`src/rtl/spi_lp_pkg.sv`:
```
package spi_lp_pkg;

    typedef enum logic [1:0] {
        ADDR_CTL  = 2'd0,
        ADDR_STAT = 2'd1,
        ADDR_DATA = 2'd2,
        ADDR_NONE = 2'd3
    } reg_addr_e;

    // control bits 3..0
    typedef struct packed {
        logic halt_in_wait;
        logic fault_en;
        logic master;
        logic enable;
    } ctl_t;

    // status bits 2..0
    typedef struct packed {
        logic fault;
        logic tx_empty;
        logic done;
    } stat_t;

    localparam ctl_t  CTL_RESET  = '{halt_in_wait: 1'b0, fault_en: 1'b0, master: 1'b0, enable: 1'b0};
    localparam stat_t STAT_RESET = '{fault: 1'b0, tx_empty: 1'b1, done: 1'b0};

    function automatic logic low_power(input logic stop, input logic wt, input logic halt_w);
        return stop | (wt & halt_w);
    endfunction

endpackage

```
`src/rtl/spi_lp_sync.sv`:
```
module spi_lp_sync #(
    parameter int WIDTH = 3,
    parameter int STAGES = 2,
    parameter logic [WIDTH-1:0] RST_VAL = '0
) (
    input  logic             clk,
    input  logic             rst,
    input  logic [WIDTH-1:0] d,
    output logic [WIDTH-1:0] q
);
    logic [WIDTH-1:0] stg [STAGES];

    for (genvar s = 0; s < STAGES; s++) begin : g_stage
        if (s == 0) begin : g_first
            always_ff @(posedge clk) begin
                if (rst) stg[s] <= RST_VAL;
                else     stg[s] <= d;
            end
        end else begin : g_next
            always_ff @(posedge clk) begin
                if (rst) stg[s] <= RST_VAL;
                else     stg[s] <= stg[s-1];
            end
        end
    end

    assign q = stg[STAGES-1];
endmodule

```
`src/rtl/spi_lp_engine.sv`:
```
module spi_lp_engine #(
    parameter int DATA_W = 8,
    parameter int HALF_DIV = 4
) (
    input  logic              clk,
    input  logic              rst,
    input  logic              en,
    input  logic              master,
    input  logic              lp,
    input  logic              abort,
    input  logic              tx_full,
    input  logic [DATA_W-1:0] tx_byte,
    input  logic              ss_s,
    input  logic              sck_s,
    input  logic              mosi_s,
    input  logic              miso_i,
    output logic              take,
    output logic              deliver,
    output logic [DATA_W-1:0] rx_byte,
    output logic              sck_o,
    output logic              ss_n_o,
    output logic              mosi_o,
    output logic              miso_o
);
    localparam int CW   = $clog2(DATA_W + 1);
    localparam int DIVW = $clog2(HALF_DIV + 1);

    logic [DATA_W-1:0] shreg;
    logic [CW-1:0]     bits;
    logic [DIVW-1:0]   div;
    logic              in_bit, m_busy, sck_q, ss_q, lp_q, busy_at_entry, pend;

    wire sck_rise = sck_s & ~sck_q;
    wire sck_fall = ~sck_s & sck_q;
    wire ss_fall  = ~ss_s & ss_q;
    wire s_act    = en & ~master & ~ss_s;
    wire tick     = (div == DIVW'(HALF_DIV - 1));
    wire last_bit = (bits == CW'(DATA_W - 1));
    wire [DATA_W-1:0] next_sh = {shreg[DATA_W-2:0], in_bit};

    assign mosi_o = master ? shreg[DATA_W-1] : 1'b0;
    assign miso_o = s_act ? shreg[DATA_W-1] : 1'b0;

    always_ff @(posedge clk) begin
        if (rst) begin
            shreg <= '0; bits <= '0; div <= '0; in_bit <= 1'b0;
            m_busy <= 1'b0; sck_q <= 1'b0; ss_q <= 1'b1; lp_q <= 1'b0;
            busy_at_entry <= 1'b0; pend <= 1'b0;
            take <= 1'b0; deliver <= 1'b0; rx_byte <= '0;
            sck_o <= 1'b0; ss_n_o <= 1'b1;
        end else begin
            take    <= 1'b0;
            deliver <= 1'b0;
            sck_q   <= sck_s;
            ss_q    <= ss_s;
            lp_q    <= lp;
            // low-power entry / exit bookkeeping for the slave path
            if (lp && !lp_q) busy_at_entry <= s_act;
            if (!lp && lp_q) begin
                busy_at_entry <= 1'b0;
                if (pend) begin
                    deliver <= 1'b1;
                    rx_byte <= shreg;
                    pend    <= 1'b0;
                end
            end
            if (master) begin
                if (abort || !en) begin
                    m_busy <= 1'b0; sck_o <= 1'b0; ss_n_o <= 1'b1;
                    bits <= '0; div <= '0;
                end else if (!m_busy) begin
                    if (tx_full && !lp) begin
                        shreg <= tx_byte; take <= 1'b1; m_busy <= 1'b1;
                        ss_n_o <= 1'b0; div <= '0; bits <= '0; sck_o <= 1'b0;
                    end
                end else if (!lp) begin
                    if (tick) begin
                        div   <= '0;
                        sck_o <= ~sck_o;
                        if (!sck_o) begin
                            in_bit <= miso_i;
                        end else begin
                            shreg <= next_sh;
                            bits  <= bits + 1'b1;
                            if (last_bit) begin
                                m_busy <= 1'b0; ss_n_o <= 1'b1; bits <= '0;
                                deliver <= 1'b1; rx_byte <= next_sh;
                            end
                        end
                    end else begin
                        div <= div + 1'b1;
                    end
                end
            end else begin
                m_busy <= 1'b0; sck_o <= 1'b0; ss_n_o <= 1'b1; div <= '0;
                if (!en || ss_s) begin
                    bits <= '0;
                end else if (ss_fall) begin
                    bits <= '0;
                    if (tx_full) begin
                        shreg <= tx_byte;
                        take  <= 1'b1;
                    end
                end else begin
                    if (sck_rise) in_bit <= mosi_s;
                    if (sck_fall) begin
                        shreg <= next_sh;
                        bits  <= bits + 1'b1;
                        if (last_bit) begin
                            bits <= '0;
                            if (!lp) begin
                                deliver <= 1'b1;
                                rx_byte <= next_sh;
                            end else if (busy_at_entry) begin
                                pend <= 1'b1;
                            end
                        end
                    end
                end
            end
        end
    end
endmodule

```
`src/rtl/spi_lp_regs.sv`:
```
module spi_lp_regs
    import spi_lp_pkg::*;
#(
    parameter int DATA_W = 8
) (
    input  logic              clk,
    input  logic              rst,
    input  logic              wr,
    input  logic              rd,
    input  logic [1:0]        addr,
    input  logic [DATA_W-1:0] wdata,
    input  logic              take,
    input  logic              deliver,
    input  logic [DATA_W-1:0] rx_in,
    input  logic              ss_s,
    output ctl_t              ctl,
    output stat_t             st,
    output logic [DATA_W-1:0] tx_byte,
    output logic [DATA_W-1:0] rdata,
    output logic              fault_evt,
    output logic              irq
);
    logic [DATA_W-1:0] rxbuf;
    logic arm_done, arm_empty, arm_fault;
    logic unused_wbits;

    assign unused_wbits = ^wdata[DATA_W-1:4];
    assign fault_evt = ctl.enable & ctl.master & ctl.fault_en & ~ss_s;
    assign irq = ctl.enable & (st.done | st.tx_empty | st.fault);

    always_comb begin
        case (reg_addr_e'(addr))
            ADDR_CTL:  rdata = DATA_W'(ctl);
            ADDR_STAT: rdata = DATA_W'(st);
            ADDR_DATA: rdata = rxbuf;
            default:   rdata = '0;
        endcase
    end

    always_ff @(posedge clk) begin
        if (rst) begin
            ctl <= CTL_RESET; st <= STAT_RESET;
            tx_byte <= '0; rxbuf <= '0;
            arm_done <= 1'b0; arm_empty <= 1'b0; arm_fault <= 1'b0;
        end else begin
            if (rd && addr == ADDR_STAT) begin
                arm_done  <= st.done;
                arm_empty <= st.tx_empty;
                arm_fault <= st.fault;
            end
            if (wr && addr == ADDR_CTL) begin
                ctl <= ctl_t'(wdata[3:0]);
                if (arm_fault) begin
                    st.fault  <= 1'b0;
                    arm_fault <= 1'b0;
                end
            end
            if (wr && addr == ADDR_DATA && arm_empty) begin
                tx_byte     <= wdata;
                st.tx_empty <= 1'b0;
                arm_empty   <= 1'b0;
            end
            if (rd && addr == ADDR_DATA && arm_done) begin
                st.done  <= 1'b0;
                arm_done <= 1'b0;
            end
            if (take) st.tx_empty <= 1'b1;
            if (deliver) begin
                rxbuf   <= rx_in;
                st.done <= 1'b1;
            end
            if (fault_evt) begin
                st.fault   <= 1'b1;
                ctl.master <= 1'b0;
            end
        end
    end
endmodule

```
`src/rtl/spi_lp_ctrl.sv`:
```
module spi_lp_ctrl
    import spi_lp_pkg::*;
#(
    parameter int DATA_W = 8,
    parameter int HALF_DIV = 4,
    parameter int SYNC_STAGES = 2
) (
    input  logic              clk,
    input  logic              rst,
    input  logic              reg_wr,
    input  logic              reg_rd,
    input  logic [1:0]        reg_addr,
    input  logic [DATA_W-1:0] reg_wdata,
    output logic [DATA_W-1:0] reg_rdata,
    input  logic              wait_req,
    input  logic              stop_req,
    output logic              irq,
    output logic              sck_o,
    output logic              mosi_o,
    output logic              ss_n_o,
    input  logic              miso_i,
    input  logic              sck_i,
    input  logic              mosi_i,
    input  logic              ss_n_i,
    output logic              miso_o
);
    ctl_t              ctl;
    stat_t             st;
    logic [2:0]        pins_s;
    logic [DATA_W-1:0] tx_byte, rx_byte;
    logic              take, deliver, fault_evt, lp;
    logic              en_w, master_w, fault_w;

    assign lp       = low_power(stop_req, wait_req, ctl.halt_in_wait);
    assign en_w     = ctl.enable;
    assign master_w = ctl.master;
    assign fault_w  = st.fault;

    spi_lp_sync #(.WIDTH(3), .STAGES(SYNC_STAGES), .RST_VAL(3'b100)) i_sync (
        .clk(clk), .rst(rst), .d({ss_n_i, sck_i, mosi_i}), .q(pins_s)
    );

    spi_lp_regs #(.DATA_W(DATA_W)) i_regs (
        .clk(clk), .rst(rst), .wr(reg_wr), .rd(reg_rd), .addr(reg_addr),
        .wdata(reg_wdata), .take(take), .deliver(deliver), .rx_in(rx_byte),
        .ss_s(pins_s[2]), .ctl(ctl), .st(st), .tx_byte(tx_byte),
        .rdata(reg_rdata), .fault_evt(fault_evt), .irq(irq)
    );

    spi_lp_engine #(.DATA_W(DATA_W), .HALF_DIV(HALF_DIV)) i_engine (
        .clk(clk), .rst(rst), .en(ctl.enable), .master(ctl.master), .lp(lp),
        .abort(fault_evt), .tx_full(~st.tx_empty), .tx_byte(tx_byte),
        .ss_s(pins_s[2]), .sck_s(pins_s[1]), .mosi_s(pins_s[0]), .miso_i(miso_i),
        .take(take), .deliver(deliver), .rx_byte(rx_byte),
        .sck_o(sck_o), .ss_n_o(ss_n_o), .mosi_o(mosi_o), .miso_o(miso_o)
    );
endmodule

```
`config.mk`:
```
export PLATFORM = sky130hd
export DESIGN_NAME = spi_lp_ctrl
export DESIGN_NICKNAME = d
export VERILOG_FILES = /design/src/rtl/spi_lp_pkg.sv /design/src/rtl/spi_lp_sync.sv /design/src/rtl/spi_lp_engine.sv /design/src/rtl/spi_lp_regs.sv /design/src/rtl/spi_lp_ctrl.sv
export SDC_FILE = /design/constraint.sdc
export NUM_CORES = 1
export LEC_CHECK = 0
export ABC_AREA = 1
export BUFFER_PORTS_ARGS = -buffer_cell sky130_fd_sc_hd__buf_2
export CAP_MARGIN = 20
export CORE_MARGIN = 10
export CORE_UTILIZATION = 59
export CTS_CLUSTER_SIZE = 28
export DETAILED_ROUTE_END_ITERATION = 8
export MAX_ROUTING_LAYER = met4
export PLACE_DENSITY = 0.83
export SLEW_MARGIN = 40
export SYNTH_ARGS = -nofsm -noshare
export SYNTH_HDL_FRONTEND = slang
export SYNTH_HIERARCHICAL = 1
export SYNTH_SLANG_ARGS = --single-unit
```
`constraint.sdc`:
```
create_clock -name clk -period 1.99 [get_ports clk]
set_input_delay 0.4975 -clock clk [delete_from_list [all_inputs] [get_ports clk]]
set_output_delay 0.4975 -clock clk [all_outputs]
set_load 0.03 [all_outputs]
```
==> impl_metrics.json <==
{
  "max_stage_delay_ps": 330,
  "finalHoldViolCount": 0,
  "dieArea_sq_um": 9480,
  "initial_utilization": 0.604,
  "cp-start-kind": "flip-flop",
  "p_per_area_nw_per_um2": 761,
  "rsz0062_at_grt": "no",
  "cts-root-buf": "clkbuf_8",
  "post-route-util": 0.693,
  "grt_pass1_wl_mm": 14.6,
  "nets": 619,
  "clkLatencyLatePin_ps": 350,
  "syn_avg_cell_area_sq_um": 6.35,
  "ys_warn_count": 6,
  "syn_inst": 556,
  "vias": 3516,
  "worstPathArrival_ps": 1370,
  "wl_mm": 8.64,
  "area_growth_pct": 14.8,
  "crit_slowest_cell": "dfxtp_1",
  "final_max_slew_viol_count": 0,
  "seq_area_sq_um": 1330,
  "cp_max_fo": 8,
  "period_share": 0.939,
  "min_path_cells": 3,
  "grt_antenna_before_repair": 0,
  "setup.worst_path.class": "flip-flop to output pin",
  "grt_max_degree": 22,
  "detail_route.wl_per_cell_microns": 12.8,
  "whs_ps": 328,
  "cts_buffers": 9,
  "dp_hpwl_mm": 6.50,
  "core_area_sq_um": 5850,
  "synth_cell_types": 29,
  "diodes": 0,
  "grt-ovfl-total": 0,
  "multiInputGateArea_sq_um": 1810,
  "relSlewSlack": 0.617,
  "drt.antenna.violating_nets": 0,
  "design_area_sq_um": 4060,
  "status": "complete, no violations",
  "chipWidth_microns": 97.4,
  "tightestPinTransition_ps": 575,
  "gp_congestion": 0.942,
  "fmax_ghz": 0.535,
  "drive_above_1_share": 0.145,
  "critPathCaptureType": "output pin",
  "ys_ff_latch": 66,
  "fin_setup_tns_ps": 0,
  "path_cells": "buf_4 > inv_2 > nand2_1 > nor2_1 > buf_4",
  "cts_sinks": 66,
  "drt_iter0_markers": 201,
  "netlist_top_cells_area": "dfxtp_1 37%, nand2_1 17%, nor2_1 10%, inv_1 8.2%, nand3_1 8.1%",
  "ctsLongestPathBuffers": 2,
  "dp_slack_ps": 162,
  "placement.io_buffers": 32,
  "fin_ws_ps": 121,
  "p_leak_nw": 2.02,
  "ir_worst_vdd_v": 0.000652,
  "yosysSeqAreaShare": 0.374,
  "syn_nets": 578,
  "layout_commonest_cell": "nand2_1",
  "dr.pass1.iters": 5,
  "setup_viol": 0,
  "mostFrequentLayoutCells": "156 x nand2_1, 98 x nor2_1, 77 x inv_1, 65 x dfxtp_1, 57 x nand3_1",
  "netlist_area_sq_um": 3530,
  "critPathMostFrequentCell": "buf_4",
  "maxCapViolations": 0,
  "hold_class": "input port to flip-flop",
  "period_minus_slack_ps": 1870,
  "synth.top_cell.area_share": 0.374,
  "synth_area_leader_cell": "dfxtp_1",
  "h-tree-depth": 3,
  "viasPerCell": 5.19,
  "critPathRequiredTime_ps": 1490,
  "die_h_microns": 97.4,
  "track_usage": 0.186,
  "rows": 28,
  "num-fill-cells": 484,
  "clkSlewWorstSetupHoldPaths_ps": 70,
  "placed_area_sq_um": 3770,
  "pin_count": 33,
  "grt_pass1_vias": 3288,
  "cts_tree": "done",
  "drcViolationCount": 0,
  "clock-skew-final_ps": 7.65,
  "cts-hold-fix-buffers": 0,
  "reg2regPathDepth": 9
}
[worst max-delay path, delay by kind of cell (launching register included)]
kind                   cells  cell delay (ps)
AND/OR/NAND/NOR            2              240
buffers and inverters      3              450
flip-flops                 1              330
[area by class of cell]
type	count	share of cell area
multi-input cells	396	0.446
flip-flops and latches	66	0.327
inverters	81	0.0756
repair buffers	43	0.0605
clock buffers	10	0.0339
clock inverters	6	0.0339
well taps	75	0.0231
[state kept, by name, summed over array words and instances, names as in the netlist, 3 cells and up]
register,count
i_regs/ctl,4
i_regs/st,3
i_engine/div,3
i_engine/shreg,8
i_regs/tx_byte,8
i_engine/rx_byte,8
i_regs/rxbuf,8
i_sync/stg,6
i_engine/bits,4
[synthesized netlist by cell type]
| library cell | number |
|---|---|
| nor2_4 | 4 |
| a31oi_1 | 2 |
| nand3_1 | 57 |
| nand2_2 | 4 |
| ha_1 | 2 |
| nand2_4 | 1 |
| nor2_1 | 98 |
| o211ai_1 | 4 |
| a21oi_2 | 4 |
| nor2_2 | 4 |
| nand3_4 | 1 |
| nand2_1 | 156 |
| nor3_4 | 1 |
| dfxtp_1 | 66 |
| buf_6 | 4 |
| o21ai_0 | 22 |
| nand4_1 | 3 |
| nand3_2 | 4 |
| inv_4 | 1 |
| a21oi_1 | 24 |
| inv_1 | 77 |
| inv_2 | 3 |
| o31ai_1 | 2 |
| a211oi_1 | 1 |
| nand3b_1 | 1 |
| buf_2 | 6 |
| clkbuf_1 | 1 |
| mux2i_1 | 1 |
| buf_4 | 2 |
[worst paths after layout]
path	start	end	slack, ps
max	i_regs/ctl[1]	miso_o	120
min	ss_n_i	i_sync/stg[0][2]	330
max reg2reg	i_sync/stg[1][2]	i_engine/rx_byte[4]	280
min reg2reg	i_sync/stg[0][1]	i_sync/stg[1][1]	410
[routing by layer]
metal  up-vias  share of wire  GRT usage
met4         0          0.021     0.0727
met1      1582           0.43      0.207
met2       104           0.49      0.308
met5         -              0          -
li1       1812              -          -
met3        18          0.057     0.0533
[logic make-up after synthesis]
kind of cell	Yosys count	share of synthesized area
AO/OA/AOI/OAI	59	0.0935
adder cells (fa/ha/maj)	2	0.00708
buffers and inverters	94	0.113
flip-flops	66	0.374
multiplexers	1	0.00283
AND/OR/NAND/NOR	334	0.409
[through the flow]
| stage | power, mW | cells |
|---|---|---|
| 2_1_floorplan | 1.52 | 556 |
| 3_3_place_gp | 1.58 | 661 |
| 3_5_place_dp | 1.59 | 661 |
| 4_1_cts | 3.11 | 677 |
| 5_1_grt | 3.18 | 677 |
| 6_report | 3.09 | 677 |
[power by group]
part           switching (mW)  internal [mW]  leakage [nW]
Sequential             0.0169           1.34         0.535
Clock                   0.529          0.997         0.137
Combinational           0.133         0.0684          1.35
Total                   0.680           2.41          2.02
[repair_timing]
item | CTS | global route
hold endpoints to repair | 0 | 0
cloned | 0 | 0
setup buffers | 0 | 0
pin swaps | 0 | 0
setup endpoints to repair | 1 | 1
gates resized for setup | 1 | 3
No activity file was read; power rests on OpenSTA's default activity.
